==> config.mk <==
export PLATFORM = sky130hd
export DESIGN_NAME = ctl_i2c_regs
export DESIGN_NICKNAME = d
export VERILOG_FILES = /design/src/rtl/ctl_i2c_pkg.sv /design/src/rtl/ctl_i2c_line_filt.sv /design/src/rtl/ctl_i2c_engine.sv /design/src/rtl/ctl_i2c_regbank.sv /design/src/rtl/ctl_i2c_regs.sv
export SDC_FILE = /design/constraint.sdc
export NUM_CORES = 1
export LEC_CHECK = 0
export BUFFER_PORTS_ARGS = -buffer_cell sky130_fd_sc_hd__clkbuf_2
export CAP_MARGIN = 20
export CORE_MARGIN = 2
export CORE_UTILIZATION = 40
export CTS_CLUSTER_SIZE = 30
export DETAILED_ROUTE_END_ITERATION = 16
export GPL_ROUTABILITY_DRIVEN = 0
export PLACE_DENSITY = 0.62
export SLEW_MARGIN = 30
export SYNTH_ARGS = -nofsm -noshare
export SYNTH_HDL_FRONTEND = slang
export SYNTH_HIERARCHICAL = 1
export SYNTH_SLANG_ARGS = --single-unit
==> constraint.sdc <==
create_clock -name clk_i -period 2.1 [get_ports clk_i]
set_input_delay 0.315 -clock clk_i [delete_from_list [all_inputs] [get_ports clk_i]]
set_output_delay 0.315 -clock clk_i [all_outputs]
set_load 0.1 [all_outputs]
==> src/rtl/ctl_i2c_pkg.sv <==
package ctl_i2c_pkg;
  typedef enum logic [2:0] {
    ST_IDLE,
    ST_ADDR,
    ST_ACK_A,
    ST_DATA,
    ST_ACK_D,
    ST_SKIP
  } tgt_state_e;

  localparam int unsigned BYTE_W = 8;
  localparam int unsigned VOL_W  = 5;
  localparam int unsigned MODE_W = 4;
  localparam int unsigned ATT_W  = 2;
endpackage

==> src/rtl/ctl_i2c_line_filt.sv <==
module ctl_i2c_line_filt #(
  parameter int unsigned LINES    = 2,
  parameter int unsigned FILT_LEN = 3
) (
  input  logic             clk_i,
  input  logic             rst_ni,
  input  logic [LINES-1:0] raw_i,
  output logic [LINES-1:0] filt_o
);
  localparam int unsigned CNT_W = $clog2(FILT_LEN + 1);

  for (genvar g = 0; g < LINES; g++) begin : g_line
    logic             s1_q, s2_q, f_q;
    logic [CNT_W-1:0] cnt_q;

    always_ff @(posedge clk_i or negedge rst_ni) begin
      if (!rst_ni) begin
        s1_q  <= 1'b1;
        s2_q  <= 1'b1;
        f_q   <= 1'b1;
        cnt_q <= '0;
      end else begin
        s1_q <= raw_i[g];
        s2_q <= s1_q;
        if (s2_q == f_q) begin
          cnt_q <= '0;
        end else if (cnt_q == CNT_W'(FILT_LEN - 1)) begin
          // new level held for FILT_LEN clocks
          f_q   <= s2_q;
          cnt_q <= '0;
        end else begin
          cnt_q <= cnt_q + 1'b1;
        end
      end
    end

    assign filt_o[g] = f_q;
  end
endmodule

==> src/rtl/ctl_i2c_engine.sv <==
module ctl_i2c_engine
  import ctl_i2c_pkg::*;
#(
  parameter logic [5:0] ADDR_BASE = 6'b111110
) (
  input  logic              clk_i,
  input  logic              rst_ni,
  input  logic              scl_i,
  input  logic              sda_i,
  input  logic              addr_sel_i,
  output logic              sda_pull_o,
  output logic              wr_o,
  output logic [BYTE_W-1:0] byte_o
);
  localparam int unsigned CNT_W = $clog2(BYTE_W + 1);

  tgt_state_e        state_q;
  logic              scl_q, sda_q;
  logic [BYTE_W-1:0] shreg_q;
  logic [CNT_W-1:0]  bits_q;
  logic              scl_rise, scl_fall, start_det, stop_det, addr_hit, byte_full;

  assign scl_rise  = scl_i & ~scl_q;
  assign scl_fall  = ~scl_i & scl_q;
  assign start_det = scl_i & scl_q & sda_q & ~sda_i;
  assign stop_det  = scl_i & scl_q & ~sda_q & sda_i;
  assign byte_full = (bits_q == CNT_W'(BYTE_W));
  // write flag must be 0; strap supplies the low address bit
  assign addr_hit  = (shreg_q[7:1] == {ADDR_BASE, addr_sel_i}) && !shreg_q[0];

  always_ff @(posedge clk_i or negedge rst_ni) begin
    if (!rst_ni) begin
      state_q    <= ST_IDLE;
      scl_q      <= 1'b1;
      sda_q      <= 1'b1;
      shreg_q    <= '0;
      bits_q     <= '0;
      sda_pull_o <= 1'b0;
      wr_o       <= 1'b0;
    end else begin
      scl_q <= scl_i;
      sda_q <= sda_i;
      wr_o  <= 1'b0;
      if (start_det) begin
        state_q    <= ST_ADDR;
        bits_q     <= '0;
        sda_pull_o <= 1'b0;
      end else if (stop_det) begin
        state_q    <= ST_IDLE;
        sda_pull_o <= 1'b0;
      end else begin
        unique case (state_q)
          ST_ADDR, ST_DATA: begin
            if (scl_rise && !byte_full) begin
              shreg_q <= {shreg_q[BYTE_W-2:0], sda_i};
              bits_q  <= bits_q + 1'b1;
            end else if (scl_fall && byte_full) begin
              if (state_q == ST_DATA) begin
                state_q    <= ST_ACK_D;
                sda_pull_o <= 1'b1;
              end else if (addr_hit) begin
                state_q    <= ST_ACK_A;
                sda_pull_o <= 1'b1;
              end else begin
                state_q <= ST_SKIP;
              end
            end
          end
          ST_ACK_A, ST_ACK_D: begin
            if (scl_fall) begin
              sda_pull_o <= 1'b0;
              bits_q     <= '0;
              state_q    <= ST_DATA;
              wr_o       <= (state_q == ST_ACK_D);
            end
          end
          default: ;
        endcase
      end
    end
  end

  assign byte_o = shreg_q;
endmodule

==> src/rtl/ctl_i2c_regbank.sv <==
module ctl_i2c_regbank
  import ctl_i2c_pkg::*;
(
  input  logic              clk_i,
  input  logic              rst_ni,
  input  logic              wr_i,
  input  logic [BYTE_W-1:0] byte_i,
  output logic [MODE_W-1:0] mode_o,
  output logic [ATT_W-1:0]  hp_atten_o,
  output logic              hp_r_off_o,
  output logic              in_mute_o,
  output logic [VOL_W-1:0]  vol_mono_o,
  output logic [VOL_W-1:0]  vol_left_o,
  output logic [VOL_W-1:0]  vol_right_o
);
  logic sel_mode, sel_hp, sel_mono, sel_left, sel_right;

  // prefix decode: 4-bit prefix for mode, 3-bit prefixes elsewhere
  assign sel_mode  = wr_i && (byte_i[7:4] == 4'b0011);
  assign sel_hp    = wr_i && (byte_i[7:5] == 3'b010);
  assign sel_mono  = wr_i && (byte_i[7:5] == 3'b100);
  assign sel_left  = wr_i && (byte_i[7:5] == 3'b110);
  assign sel_right = wr_i && (byte_i[7:5] == 3'b111);

  always_ff @(posedge clk_i or negedge rst_ni) begin
    if (!rst_ni) begin
      mode_o      <= '0;
      hp_atten_o  <= '0;
      hp_r_off_o  <= 1'b0;
      in_mute_o   <= 1'b0;
      vol_mono_o  <= '0;
      vol_left_o  <= '0;
      vol_right_o <= '0;
    end else begin
      if (sel_mode) mode_o <= byte_i[MODE_W-1:0];
      if (sel_hp) begin
        in_mute_o  <= byte_i[4];
        hp_r_off_o <= byte_i[2];
        hp_atten_o <= byte_i[ATT_W-1:0];
      end
      if (sel_mono)  vol_mono_o  <= byte_i[VOL_W-1:0];
      if (sel_left)  vol_left_o  <= byte_i[VOL_W-1:0];
      if (sel_right) vol_right_o <= byte_i[VOL_W-1:0];
    end
  end
endmodule

==> src/rtl/ctl_i2c_regs.sv <==
module ctl_i2c_regs
  import ctl_i2c_pkg::*;
#(
  parameter int unsigned FILT_LEN  = 3,
  parameter logic [5:0]  ADDR_BASE = 6'b111110
) (
  input  logic              clk_i,
  input  logic              rst_ni,
  input  logic              scl_i,
  input  logic              sda_i,
  input  logic              addr_sel_i,
  output logic              sda_pull_o,
  output logic [MODE_W-1:0] mode_o,
  output logic [ATT_W-1:0]  hp_atten_o,
  output logic              hp_r_off_o,
  output logic              in_mute_o,
  output logic [VOL_W-1:0]  vol_mono_o,
  output logic [VOL_W-1:0]  vol_left_o,
  output logic [VOL_W-1:0]  vol_right_o
);
  logic [1:0]        lines_f;
  logic              scl_f, sda_f, wr_en;
  logic [BYTE_W-1:0] wr_byte;

  ctl_i2c_line_filt #(.LINES(2), .FILT_LEN(FILT_LEN)) u_filt (
    .clk_i  (clk_i),
    .rst_ni (rst_ni),
    .raw_i  ({scl_i, sda_i}),
    .filt_o (lines_f)
  );
  assign scl_f = lines_f[1];
  assign sda_f = lines_f[0];

  ctl_i2c_engine #(.ADDR_BASE(ADDR_BASE)) u_eng (
    .clk_i      (clk_i),
    .rst_ni     (rst_ni),
    .scl_i      (scl_f),
    .sda_i      (sda_f),
    .addr_sel_i (addr_sel_i),
    .sda_pull_o (sda_pull_o),
    .wr_o       (wr_en),
    .byte_o     (wr_byte)
  );

  ctl_i2c_regbank u_bank (
    .clk_i       (clk_i),
    .rst_ni      (rst_ni),
    .wr_i        (wr_en),
    .byte_i      (wr_byte),
    .mode_o      (mode_o),
    .hp_atten_o  (hp_atten_o),
    .hp_r_off_o  (hp_r_off_o),
    .in_mute_o   (in_mute_o),
    .vol_mono_o  (vol_mono_o),
    .vol_left_o  (vol_left_o),
    .vol_right_o (vol_right_o)
  );
endmodule

==> metrics.txt, run 1 <==
status finished, final reports clean; sequential share of the synthesized area 0.573; Top FF cell, synth dfrtp_1; Final Hold Vio Count 0; worst r2r src u_eng/bits_q[0]; worst setup path endpoint u_eng/byte_o[0]; most frequent cell after synthesis dfrtp_1; Hold Buf Count CTS 0; top cells by count, synth dfrtp_1, mux2_2, dfstp_2, nand2_1, nor3_1; leading area contributor after synthesis dfrtp_1; Mapped Cells 169; Fmax 528 MHz; Leak 1.28 nW; clk_skew 0.00760 ns; CTS resizes 0; layout cells sized above 1 0.446; buffers inserted by post-CTS timing repair 0; Worst Hold Class primary input to register; Port Buffer Count 28; Post-synth EDFFs 0; Tot GR Track Use 0.144; CP peak stage delay 0.43 ns; Vias/cell 5.17; first-pass GRT wire length 7050 um; Buf/Inv on CP 1; vias in the first global route 1459; unrepaired setup endpoints after global routing false; total gr overflow 0; # setup viols final 0; synthesized area per cell 13.5 um2; R2R setup slack 0.21 ns; Post-route DRC 0; final HPWL from detailed placement 2760 um; type of the worst setup path register to register; dpl ws 0.216 ns; critical path fanouts, max 10; fin cells 276; diodes inserted 0; RR Endpoint u_eng/byte_o[0]; final worst-path cycle share 0.902; Tmin final 1.89 ns; crit path DAT 2.08 ns; Slew headroom 0.581; Max Slew Vio Count 0; CP delay by family, top simple AND/OR/NAND/NOR gates; largest net degree at the start of global routing 53; cells on worst reg2reg path 6; worst vdd ir 0.380 mV; Post-Syn Nets 176; Starting Density 0.416; critical path cell sequence inv_1 -> ha_1 -> and3b_1 -> nor3_2 -> nand2_1 -> mux2_2; DR vias 1426; Fill cells 486; Yosys warnings 6; clk buf depth 2; CP Depth 6; Layout Area Growth over Synthesis 15.0%; initial drt markers 99; final WL 4050 um; Worst Setup End Kind register; cts bufs inserted 5; cell area after synthesis 2290 um2; die width 79.6 um; number of distinct library cells after synthesis 42; Final Instance Area 2630 um2; Max-Cap Viols 0; Setup WS post-layout 0.207 ns; Rows 27; Die ar. 6340 um2; Slowest-stage cell, CP dfrtp_1; WP data required 2.29 ns; Post-synth ARST share 1.00; Pre-antenna DRT Iters 4; antenna violations before repair 0; PwrDens 1030 nW/um2; Routed WL per cell 14.7 um; crit path launch u_eng/bits_q[0]; core footprint 5510 um2; CTS tree done; Least-Margin Pin Slew 0.629 ns; Ports 29; H-tree Lvls 2; critical path startpoint category register; top-area cell type share of the netlist area 0.481; die height 79.6 um; CTS sink count 52; top post-synthesis cells by area dfrtp_1, mux2_2, dfstp_2, and4bb_4, buf_4; nets 210; setup total negative slack 0 ns; dpl cell area 2510 um2; Routed Antenna Nets 0; Yosys reg bits 52; clock-pin slew on the worst setup and hold paths 0.10 ns; worst skew pair latency 0.30 ns; placed cell count 268; root buffer cell clkbuf_8
## power breakdown
group,total (mW),internal [mW],switching (mW)
Clock,0.724,0.390,0.333
Combinational,0.594,0.315,0.279
Sequential,1.39,1.17,0.223
## area by class of cell
class / count / area [um2] / share of cell area
flip-flops and latches: 52 / 1310 / 0.498
multi-input cells: 108 / 920 / 0.350
repair buffers: 33 / 178 / 0.0675
well taps: 72 / 90.1 / 0.0342
clock buffers: 6 / 82.6 / 0.0314
clock inverters: 2 / 38.8 / 0.0147
inverters: 3 / 11.3 / 0.00428
## flip-flops by register name, summed over array words and instances, names as in the netlist
signal               flops
u_eng/wr_o               1
u_filt/g_line.s1_q       2
u_eng/bits_q             4
u_filt/g_line.f_q        2
u_bank/vol_right_o       5
u_bank/hp_atten_o        2
u_eng/state_q            3
u_filt/g_line.cnt_q      4
u_eng/scl_q              1
u_eng/sda_q              1
u_bank/in_mute_o         1
u_eng/byte_o             8
u_bank/hp_r_off_o        1
u_filt/g_line.s2_q       2
u_bank/vol_mono_o        5
u_bank/vol_left_o        5
u_bank/mode_o            4
u_eng/sda_pull_o         1
## layout by cell type (no fill, tap or decap), types with 2 or more instances in the layout
| cell | n |
|---|---|
| or3_4 | 2 |
| buf_4 | 5 |
| xnor2_1 | 3 |
| o21ai_0 | 3 |
| nor2_1 | 4 |
| nand3b_1 | 2 |
| o31ai_1 | 3 |
| clkbuf_2 | 28 |
| nor2b_4 | 2 |
| nor3_1 | 5 |
| mux2_4 | 2 |
| xor2_1 | 2 |
| nand4_1 | 3 |
| ha_1 | 2 |
| dfstp_2 | 8 |
| nand2_1 | 8 |
| clkbuf_8 | 6 |
| a21oi_1 | 3 |
| and4bb_4 | 2 |
| dfrtp_1 | 44 |
| inv_1 | 3 |
| nand3_1 | 4 |
| and3b_1 | 2 |
| nand2b_1 | 2 |
| nor2b_1 | 3 |
| mux2_2 | 31 |
| o21ai_1 | 4 |
| nor3b_1 | 2 |
## routing by layer
metal	track usage	wire (um)
met3	0.0328	148
met5	0	0
met4	0.0466	25
met2	0.227	1950
met1	0.199	1930
## per-stage QoR
stage	power, mW	util	hold slack [ns]
after floorplan	1.88	-	0.0194
after global placement	2.00	0.456	0.347
after detailed placement	2.01	0.456	0.347
after CTS	2.74	0.478	0.0680
after global routing	2.89	0.478	0.0683
final	2.71	0.478	0.0814
## how the worst min path moves through the flow
stage	startpoint	end	slack (ns)	depth (start not counted)
after detailed placement	u_filt/g_line[0].s1_q	u_filt/g_line[0].s2_q	0.35	0
after global placement	u_filt/g_line[0].s1_q	u_filt/g_line[0].s2_q	0.35	0
final	scl_i	u_filt/g_line[1].s1_q	0.08	1
after CTS	scl_i	u_filt/g_line[1].s1_q	0.07	1
after global routing	scl_i	u_filt/g_line[1].s1_q	0.07	1
after floorplan	rst_ni	u_bank/hp_atten_o[0]	0.02	0
## worst register-to-register path, delay by kind of cell, from the launching register on
family | cells | cell delay (ns)
AND/OR/NAND/NOR | 3 | 0.73
flip-flops | 1 | 0.43
buffers and inverters | 1 | 0.07
multiplexers | 1 | 0.36
adder cells (fa/ha/maj) | 1 | 0.19
## kinds of logic (layout without fill, tap and decap cells)
family | count (synthesis) | count (layout) | synth area share
xor gates and xnor gates | 5 | 5 | 0.0191
AOI/OAI and AO/OA | 21 | 21 | 0.0612
buffers and inverters | 9 | 44 | 0.0251
adders and majority gates | 2 | 2 | 0.0109
muxes | 33 | 33 | 0.166
and+or+nand+nor | 47 | 47 | 0.145
DFF | 52 | 52 | 0.573
No activity file was read; power rests on OpenSTA's default activity.
==> inputs of run 2 (changes only) <==
--- a/config.mk
+++ b/config.mk
@@ -7,12 +7,14 @@
 export LEC_CHECK = 0
 export BUFFER_PORTS_ARGS = -buffer_cell sky130_fd_sc_hd__clkbuf_2
 export CAP_MARGIN = 20
+export CELL_PAD_IN_SITES_DETAIL_PLACEMENT = 2
+export CELL_PAD_IN_SITES_GLOBAL_PLACEMENT = 2
 export CORE_MARGIN = 2
-export CORE_UTILIZATION = 40
+export CORE_UTILIZATION = 39
 export CTS_CLUSTER_SIZE = 30
 export DETAILED_ROUTE_END_ITERATION = 16
 export GPL_ROUTABILITY_DRIVEN = 0
-export PLACE_DENSITY = 0.62
+export PLACE_DENSITY = 0.8
 export SLEW_MARGIN = 30
 export SYNTH_ARGS = -nofsm -noshare
 export SYNTH_HDL_FRONTEND = slang
==> run 2 against run 1 <==
  * Via count rose by 0.77%
  * Die area rose by 2.4%
  * Power fell by 2.7%
  * Maximum frequency fell by 0.98%
  * Non-clock buffer count fell by 1
  * Final area fell by 0.71%
  * Global-route usage rose by 4.2 points
  * Sequential power barely moved
  * First-iteration DRC count fell by 36%
  * Sequential share of layout area rose by 0.36 points
  * Largest cell class unchanged
  * Highest routed layer unchanged
==> metrics.txt, run 2 (synthesis results as in run 1) <==
worst skew pair latency 0.31 ns (about the same); root buffer cell clkbuf_8; clk buf depth 2 (unchanged); final worst-path cycle share 0.911 (+0.00889); nets 209 (-0.48%); core footprint 5570 um2 (+1.2%); CTS resizes 0 (unchanged); clk_skew 0.00890 ns (+0.00130 ns); initial drt markers 63 (-36%); Fill cells 568 (+17%); setup total negative slack 0 ns (unchanged); H-tree Lvls 2 (unchanged); die width 80.6 um (+1.2%); crit path DAT 2.11 ns (+0.03 ns); Post-route DRC 0 (unchanged); WP data required 2.29 ns (about the same); largest net degree at the start of global routing 29 (-45%); Port Buffer Count 28 (unchanged); dpl ws 0.164 ns (-0.0513 ns); clock-pin slew on the worst setup and hold paths 0.10 ns (about the same); Pre-antenna DRT Iters 4 (unchanged); Max-Cap Viols 0 (unchanged); critical path fanouts, max 10 (unchanged); unrepaired setup endpoints after global routing false; cts bufs inserted 5 (unchanged); Fmax 523 MHz (-0.98%); Leak 1.26 nW (-1.5%); Die ar. 6500 um2 (+2.4%); Starting Density 0.411 (-0.00504); antenna violations before repair 0 (unchanged); first-pass GRT wire length 9090 um (+29%); Tot GR Track Use 0.187 (+0.0422); Ports 29 (unchanged); Worst Setup End Kind register; worst vdd ir 0.369 mV (-2.9%); vias in the first global route 1704 (+17%); PwrDens 1010 nW/um2 (-2.0%); final WL 5250 um (+30%); Final Hold Vio Count 0 (unchanged); Setup WS post-layout 0.188 ns (-0.0187 ns); crit path launch u_eng/bits_q[0]; Routed Antenna Nets 0 (unchanged); most common cell after layout, fill and taps aside dfrtp_1; commonest non-fill, non-tap cells in the layout dfrtp_1, mux2_2, clkbuf_2; final core utilization 0.469 (-0.00916); diodes inserted 0 (unchanged); Vias/cell 5.23 (+1.1%); Least-Margin Pin Slew 0.680 ns (+0.0511 ns); # setup viols final 0 (unchanged); CTS sink count 52 (unchanged); DR vias 1437 (+0.77%); status finished, final reports clean; final HPWL from detailed placement 3830 um (+38%); area occupied by multi-input gates 922 um2 (+0.27%); Worst Hold Class primary input to asynchronous set/reset pin; Hold Buf Count CTS 0 (unchanged); die height 80.6 um (+1.2%); placed cell count 267 (-0.37%); CTS tree done; Layout Area Growth over Synthesis 14.2%; layout cells sized above 1 0.448 (+0.00220); fin cells 275 (-0.36%); overall power 2.64 mW (-2.7%); type of the worst setup path register to register; Max Slew Vio Count 0 (unchanged); sequential cell area 1310 um2 (unchanged); Slew headroom 0.547 (-0.0340); critical path startpoint category register; Tmin final 1.91 ns (+0.0187 ns); Rows 27 (unchanged); total gr overflow 0 (unchanged); buffers inserted by post-CTS timing repair 0 (unchanged); worst r2r src u_eng/bits_q[0]; Routed WL per cell 19.1 um (+30%); max FFs per register 8 (unchanged)
run 2: path summary, 6_finish.rpt:
| path | to | slack, ns | depth (start not counted) |
|---|---|---|---|
| min in group clk_i | u_filt/g_line[1].s1_q | 0.07 | 1 |
| max | u_eng/byte_o[7] | 0.19 | 6 |
| min reg2reg | u_filt/g_line[1].s2_q | 0.36 | 0 |
| max in group asynchronous | u_filt/g_line[1].s1_q | 1.43 | 2 |
| max reg2reg | u_eng/byte_o[7] | 0.19 | 6 |
| min | u_eng/byte_o[4] | 0.03 | 1 |
run 2: power breakdown:
group	leakage (nW)	total [mW]	switching [mW]	internal, mW
Clock	0.0423	0.591	0.348	0.243
Sequential	0.685	1.41	0.242	1.17
Combinational	0.532	0.636	0.317	0.319
Total	1.26	2.64	0.906	1.73
run 2: metrics by stage:
step / area, um2 / hold WS, ns
floorplan: 2290 / 0.0194
global placement: 2510 / 0.347
detailed placement: 2510 / 0.350
CTS: 2610 / 0.0434
global route: 2610 / 0.0530
finish: 2610 / 0.0281
run 2: worst max-delay path, stage by stage (launching register included):
cell and delay (ns):
dfrtp_1 0.45, inv_1 0.07, ha_1 0.20, and3b_1 0.20, nor3_2 0.31, nand2_2 0.23, mux2_2 0.33
run 2: cell type report:
class                   instances  area share
multi-input cells             108       0.353
well taps                      72      0.0345
clock inverters                 3      0.0101
flip-flops and latches         52       0.502
clock buffers                   5      0.0263
inverters                       3     0.00431
repair buffers                 32      0.0699
run 2: layer usage:
metal	vias up	GRT usage	wire, um
met1	730	0.222	2190
met5	-	0	0
li1	678	-	-
met3	6	0.0360	148
met4	0	0.0508	61
met2	23	0.342	2860
